[src/rtl/cfa_pkg.sv]
package cfa_pkg;
  typedef enum logic [2:0] {
    CMD_IDLE   = 3'd0,
    CMD_MEM    = 3'd1,
    CMD_BRANCH = 3'd2,
    CMD_CALL   = 3'd3,
    CMD_TRAP   = 3'd4
  } cmd_e;

  typedef enum logic [1:0] {
    OFS_F6   = 2'd0,
    OFS_F9   = 2'd1,
    OFS_F11  = 2'd2,
    OFS_ZERO = 2'd3
  } ofs_e;

  localparam int NUM_FIELDS = 3;
endpackage

[src/rtl/cfa_offset_mux.sv]
module cfa_offset_mux #(
  parameter int W   = 16,
  parameter int FW0 = 6,
  parameter int FW1 = 9,
  parameter int FW2 = 11
) (
  input  logic [FW2-1:0] field,
  input  logic [1:0]     sel,
  output logic [W-1:0]   ofs
);
  import cfa_pkg::*;
  localparam int FW [NUM_FIELDS] = '{FW0, FW1, FW2};

  logic [W-1:0] cand [NUM_FIELDS+1];

  // one sign extender per offset field width
  for (genvar g = 0; g < NUM_FIELDS; g++) begin : g_sext
    assign cand[g] = {{(W-FW[g]){field[FW[g]-1]}}, field[FW[g]-1:0]};
  end
  assign cand[NUM_FIELDS] = '0;

  assign ofs = cand[sel];
endmodule

[src/rtl/cfa_adder.sv]
module cfa_adder #(
  parameter int W = 16
) (
  input  logic         base_sel,
  input  logic [W-1:0] pc_val,
  input  logic [W-1:0] reg_val,
  input  logic [W-1:0] ofs,
  output logic [W-1:0] sum
);
  logic [W-1:0] base;
  assign base = base_sel ? reg_val : pc_val;
  assign sum  = base + ofs;
endmodule

[src/rtl/cfa_seq.sv]
module cfa_seq #(
  parameter int W      = 16,
  parameter int RW     = 3,
  parameter int VEC_W  = 8,
  parameter int LINK_R = 7
) (
  input  logic             clk,
  input  logic             rst,
  input  logic [2:0]       cmd,
  input  logic             br_take,
  input  logic [RW-1:0]    dst_field,
  input  logic [VEC_W-1:0] vec,
  input  logic [W-1:0]     sum,
  input  logic [W-1:0]     pc_inc,
  input  logic [W-1:0]     tbl_data,
  output logic [W-1:0]     sum_q,
  output logic [W-1:0]     pc_next,
  output logic             pc_load,
  output logic             link_we,
  output logic [RW-1:0]    link_dst,
  output logic [W-1:0]     link_data,
  output logic             mem_req,
  output logic [W-1:0]     mem_addr,
  output logic             busy
);
  import cfa_pkg::*;

  cmd_e c;
  logic links;
  assign c     = cmd_e'(cmd);
  assign links = (c == CMD_CALL) || (c == CMD_TRAP);

  always_ff @(posedge clk) begin
    if (rst) begin
      sum_q     <= '0;
      pc_next   <= '0;
      pc_load   <= 1'b0;
      link_we   <= 1'b0;
      link_dst  <= '0;
      link_data <= '0;
      mem_req   <= 1'b0;
      mem_addr  <= '0;
      busy      <= 1'b0;
    end else begin
      mem_req <= 1'b0;
      pc_load <= 1'b0;
      link_we <= 1'b0;
      if (busy) begin
        // trap completion owns this cycle
        busy    <= 1'b0;
        pc_load <= 1'b1;
        pc_next <= tbl_data;
      end else begin
        sum_q    <= sum;
        link_dst <= links ? RW'(LINK_R) : dst_field;
        case (c)
          CMD_MEM: begin
            mem_req  <= 1'b1;
            mem_addr <= sum;
          end
          CMD_BRANCH: begin
            pc_load <= br_take;
            pc_next <= sum;
          end
          CMD_CALL: begin
            pc_load   <= 1'b1;
            pc_next   <= sum;
            link_we   <= 1'b1;
            link_data <= pc_inc;
          end
          CMD_TRAP: begin
            mem_req   <= 1'b1;
            mem_addr  <= {{(W-VEC_W){1'b0}}, vec};
            link_we   <= 1'b1;
            link_data <= pc_inc;
            busy      <= 1'b1;
          end
          default: ;
        endcase
      end
    end
  end
endmodule

[src/rtl/cf_addr_unit.sv]
module cf_addr_unit #(
  parameter int W      = 16,
  parameter int RW     = 3,
  parameter int VEC_W  = 8,
  parameter int LINK_R = 7,
  parameter int FW0    = 6,
  parameter int FW1    = 9,
  parameter int FW2    = 11,
  parameter int DST_LO = 9
) (
  input  logic          clk,
  input  logic          rst,
  input  logic [2:0]    cmd,
  input  logic          base_sel,
  input  logic [1:0]    off_sel,
  input  logic          br_take,
  input  logic [W-1:0]  instr,
  input  logic [W-1:0]  pc_inc,
  input  logic [W-1:0]  base_val,
  input  logic [W-1:0]  tbl_data,
  output logic [W-1:0]  sum_q,
  output logic [W-1:0]  pc_next,
  output logic          pc_load,
  output logic          link_we,
  output logic [RW-1:0] link_dst,
  output logic [W-1:0]  link_data,
  output logic          mem_req,
  output logic [W-1:0]  mem_addr,
  output logic          busy
);
  localparam int DST_HI = DST_LO + RW - 1;

  logic [W-1:0] ofs;
  logic [W-1:0] sum;
  logic         unused_opcode;
  assign unused_opcode = ^instr[W-1:DST_HI+1];

  cfa_offset_mux #(.W(W), .FW0(FW0), .FW1(FW1), .FW2(FW2)) u_ofs (
    .field (instr[FW2-1:0]),
    .sel   (off_sel),
    .ofs   (ofs)
  );

  cfa_adder #(.W(W)) u_add (
    .base_sel (base_sel),
    .pc_val   (pc_inc),
    .reg_val  (base_val),
    .ofs      (ofs),
    .sum      (sum)
  );

  cfa_seq #(.W(W), .RW(RW), .VEC_W(VEC_W), .LINK_R(LINK_R)) u_seq (
    .clk       (clk),
    .rst       (rst),
    .cmd       (cmd),
    .br_take   (br_take),
    .dst_field (instr[DST_HI:DST_LO]),
    .vec       (instr[VEC_W-1:0]),
    .sum       (sum),
    .pc_inc    (pc_inc),
    .tbl_data  (tbl_data),
    .sum_q     (sum_q),
    .pc_next   (pc_next),
    .pc_load   (pc_load),
    .link_we   (link_we),
    .link_dst  (link_dst),
    .link_data (link_data),
    .mem_req   (mem_req),
    .mem_addr  (mem_addr),
    .busy      (busy)
  );
endmodule

[config.mk]
export PLATFORM = sky130hd
export DESIGN_NAME = cf_addr_unit
export DESIGN_NICKNAME = d
export VERILOG_FILES = /design/src/rtl/cfa_pkg.sv /design/src/rtl/cfa_offset_mux.sv /design/src/rtl/cfa_adder.sv /design/src/rtl/cfa_seq.sv /design/src/rtl/cf_addr_unit.sv
export SDC_FILE = /design/constraint.sdc
export NUM_CORES = 1
export LEC_CHECK = 0
export BUFFER_PORTS_ARGS = -buffer_cell sky130_fd_sc_hd__buf_2
export CAP_MARGIN = 30
export CORE_UTILIZATION = 54
export CTS_CLUSTER_DIAMETER = 200
export DETAILED_ROUTE_END_ITERATION = 10
export PLACE_DENSITY = 0.85
export SLEW_MARGIN = 10
export SYNTH_ARGS = -nofsm -noshare
export SYNTH_HDL_FRONTEND = slang
export SYNTH_HIERARCHICAL = 1
export SYNTH_SLANG_ARGS = --single-unit
export TNS_END_PERCENT = 50
[constraint.sdc]
create_clock -name clk -period 7.1 [get_ports clk]
set_input_delay 1.42 -clock clk [delete_from_list [all_inputs] [get_ports clk]]
set_output_delay 1.42 -clock clk [all_outputs]
set_load 0.01 [all_outputs]
==> reports/qor.csv <==
stage,metric,value,unit
layout,post_route_cells_drive_above_1_share,0.311,
setup_path,cp-start-kind,input port,
cts,cts_sinks,71,
setup_path,cp-end-kind,register,
logic_synthesis,yosysTopAreaCell,dfxtp_1,
pwr,peakVddDrop,0.000139,V
grt,grt_first_pass_wirelength,16.7,mm
sta,slew_viol_final,0,
placed_design,place_ws,2.55,ns
cts,cts_buffers,9,
logic_synthesis,synth_nets,559,
layout,diodes,0,
grt,antenna_found_initial,0,
placed_design,hpwl,7.92,mm
logic_synthesis,synthArstFlopShare,0,
placed_design,place_inst,678,
logic_synthesis,synth_edf_count,0,
grt,gr-usage-all-layers,0.274,
logic_synthesis,ys_ff_latch,71,
sta,tightest_slew,0.861,ns
setup_path,worstSetupPathType,input port to register,
worst_hold_path,min_path_type,register to register,
layout,area_delta_synth_final,21.4,%
pwr,power_density,230,mW/mm2
layout,final_nets,679,
cts,cts-htree-levels,3,
sta,finalCritPeriodShare,0.592,
cts,holdBufCountCts,0,
cts,cts.clk_slew.worst_paths,0.08,ns
grt,grt_max_degree,88,
logic_synthesis,syn-cell-area,0.00413,mm2
setup_path,r2r-start,u_seq/busy,
worst_hold_path,hold_start,u_seq/link_data[13],
logic_synthesis,yosys-top-cells-area,"dfxtp_1, mux2i_1, nand2b_1, nand2_1, ha_1",
die,core-area,0.00733,mm2
layout,fin_area,0.00501,mm2
route,drc_errors,0,
placed_design,gp_congestion,0.871,
route,first_pass_iters,5,
die,die_w,89.4,um
placed_design,port_buffers,139,
layout,final_cells,694,
placed_design,placed_area,0.00479,mm2
sta,period_minus_slack,4.21,ns
route,drt_wl_total,10.8,mm
setup_path,worstPathArrival,4.48,ns
sta,rsz0062_at_grt,no,
die,boundaryPins,144,
route,via_count,3884,
grt,grt_pass1_vias,3623,
logic_synthesis,synth_flop_cell,dfxtp_1,
logic_synthesis,yosysTopAreaCellShare,0.344,
die,initial_core_util,0.563,
cts,clock_path_buffers,2,
grt,grt-ovfl-total,0,
sta,final.setup.worst_slack,2.89,ns
logic_synthesis,synth_cell_types,51,
logic_synthesis,yosysWarnings,6,
sta,skew,0.00461,ns
logic_synthesis,synth-seq-area-share,0.344,
die,dieArea,0.00800,mm2
sta,holdWs,0.468,ns
setup_path,cp.required,7.37,ns
pwr,p_leak,2.23,nW
route,vias_per_cell,5.60,
logic_synthesis,avgSynthCellArea,8.78,um2
sta,slew_headroom,0.422,
layout,fillCellCount,606,
cts,ctsResizeCount,0,
layout,fin_util,0.683,
die,num_rows,31,
outcome,outcome,finished clean,
cts,post_cts_buffers,0,
cts,cts_tree,done,
sta,timing.fmax,0.238,GHz
setup_path,critPathLaunch,off_sel[1],
logic_synthesis,synthCells,470,
sta,hold_viol,0,
pwr,finalPower,1.15,mW
sta,setup_viol_count_final,0,
setup_path,crit_fanout,11,
route,drtIter0Drc,248,
die,die_y,89.4,um
cts,clkLatencyLatePin,0.36,ns
sta,timing.setup.tns,0,ns
job,maxCapViolCount,0,
route,post_drt_wl_per_cell,15.5,um
route,postRouteAntennaNets,0,
cts,root_buffer,clkbuf_8,
-- synthesized netlist by cell type (8+ instances only) --
cell,n
dfxtp_1,71
nand2_1,51
mux2i_1,47
nor2_1,39
nand2b_1,33
a21oi_1,27
a311oi_1,17
o21ai_0,17
ha_1,15
mux2_2,14
clkbuf_1,13
inv_1,13
a211oi_1,10
buf_2,8
-- registers in the layout, indices dropped and copies added, names as in the netlist --
register,flops
u_seq/link_data,16
u_seq/mem_addr,16
u_seq/pc_next,16
u_seq/sum_q,16
u_seq/link_dst,3
u_seq/busy,1
u_seq/link_we,1
u_seq/mem_req,1
u_seq/pc_load,1
-- power breakdown --
group	switching (mW)	total (mW)	internal, mW
clock network	0.163	0.361	0.198
registers	0.0210	0.459	0.438
logic	0.191	0.331	0.140
-- final cells by class --
cell class	count	area, um2	share of cell area
Clock inverter	7	95.1	0.0190
Timing Repair Buffer	143	726	0.145
Sequential cell	71	1420	0.284
Inverter	14	52.6	0.0105
Clock buffer	9	124	0.0247
Multi-Input combinational cell	351	2470	0.493
Tap cell	99	124	0.0247
-- critical path, stage by stage --
cell,delay [ns]
buf_2,0.21
mux2i_1,0.10
o21ai_0,0.67
ha_1,0.51
a21oi_2,0.30
o21ai_1,0.10
a21o_1,0.20
or4b_1,0.47
o211ai_1,0.17
nand2_1,0.10
a311oi_1,0.24
-- metal layers --
layer / routed length [um] / part of all wire / vias up / global-route usage
met4: 159 / 0.015 / 0 / 0.123
met1: 4410 / 0.41 / 1838 / 0.313
li1: - / - / 1903 / -
met3: 529 / 0.049 / 19 / 0.0683
met2: 5670 / 0.53 / 124 / 0.482
met5: 0 / 0 / - / 0
-- cell families (layout without fill, tap and decap cells) --
kind of cell / after synthesis / in the layout / synth area share
xor gates and xnor gates: 13 / 13 / 0.0276
buffers and inverters: 48 / 173 / 0.0579
adders and majority gates: 16 / 16 / 0.0503
DFF: 71 / 71 / 0.344
AOI/OAI and AO/OA: 103 / 103 / 0.172
muxes: 61 / 61 / 0.152
and+or+nand+nor: 158 / 158 / 0.196
-- path summary, 6_finish.rpt --
kind / slack [ns] / cells past startpoint / end
min reg2reg: 0.47 / 2 / u_seq/link_data[13]
max reg2reg: 5.00 / 3 / u_seq/link_dst[0]
max: 2.89 / 11 / u_seq/pc_next[15]
min: 0.47 / 2 / u_seq/link_data[13]
-- placed cells by master, fill, tap and decap left out, types with 5 or more instances in the layout --
cell type  Yosys  routed
a21oi_1       27      27
nand2_1       51      51
nand2b_1      33      33
clkbuf_8       0       9
a211oi_1      10      10
buf_2          8     139
xnor2_1        7       7
dfxtp_1       71      71
and2_1         7       7
a311oi_1      17      17
ha_1          15      15
xor2_1         6       6
inv_1         13      13
o21ai_0       17      17
nor2b_1        5       5
nor2_1        39      39
mux2_2        14      14
mux2i_1       47      47
Power figures use the tool's default switching activity.
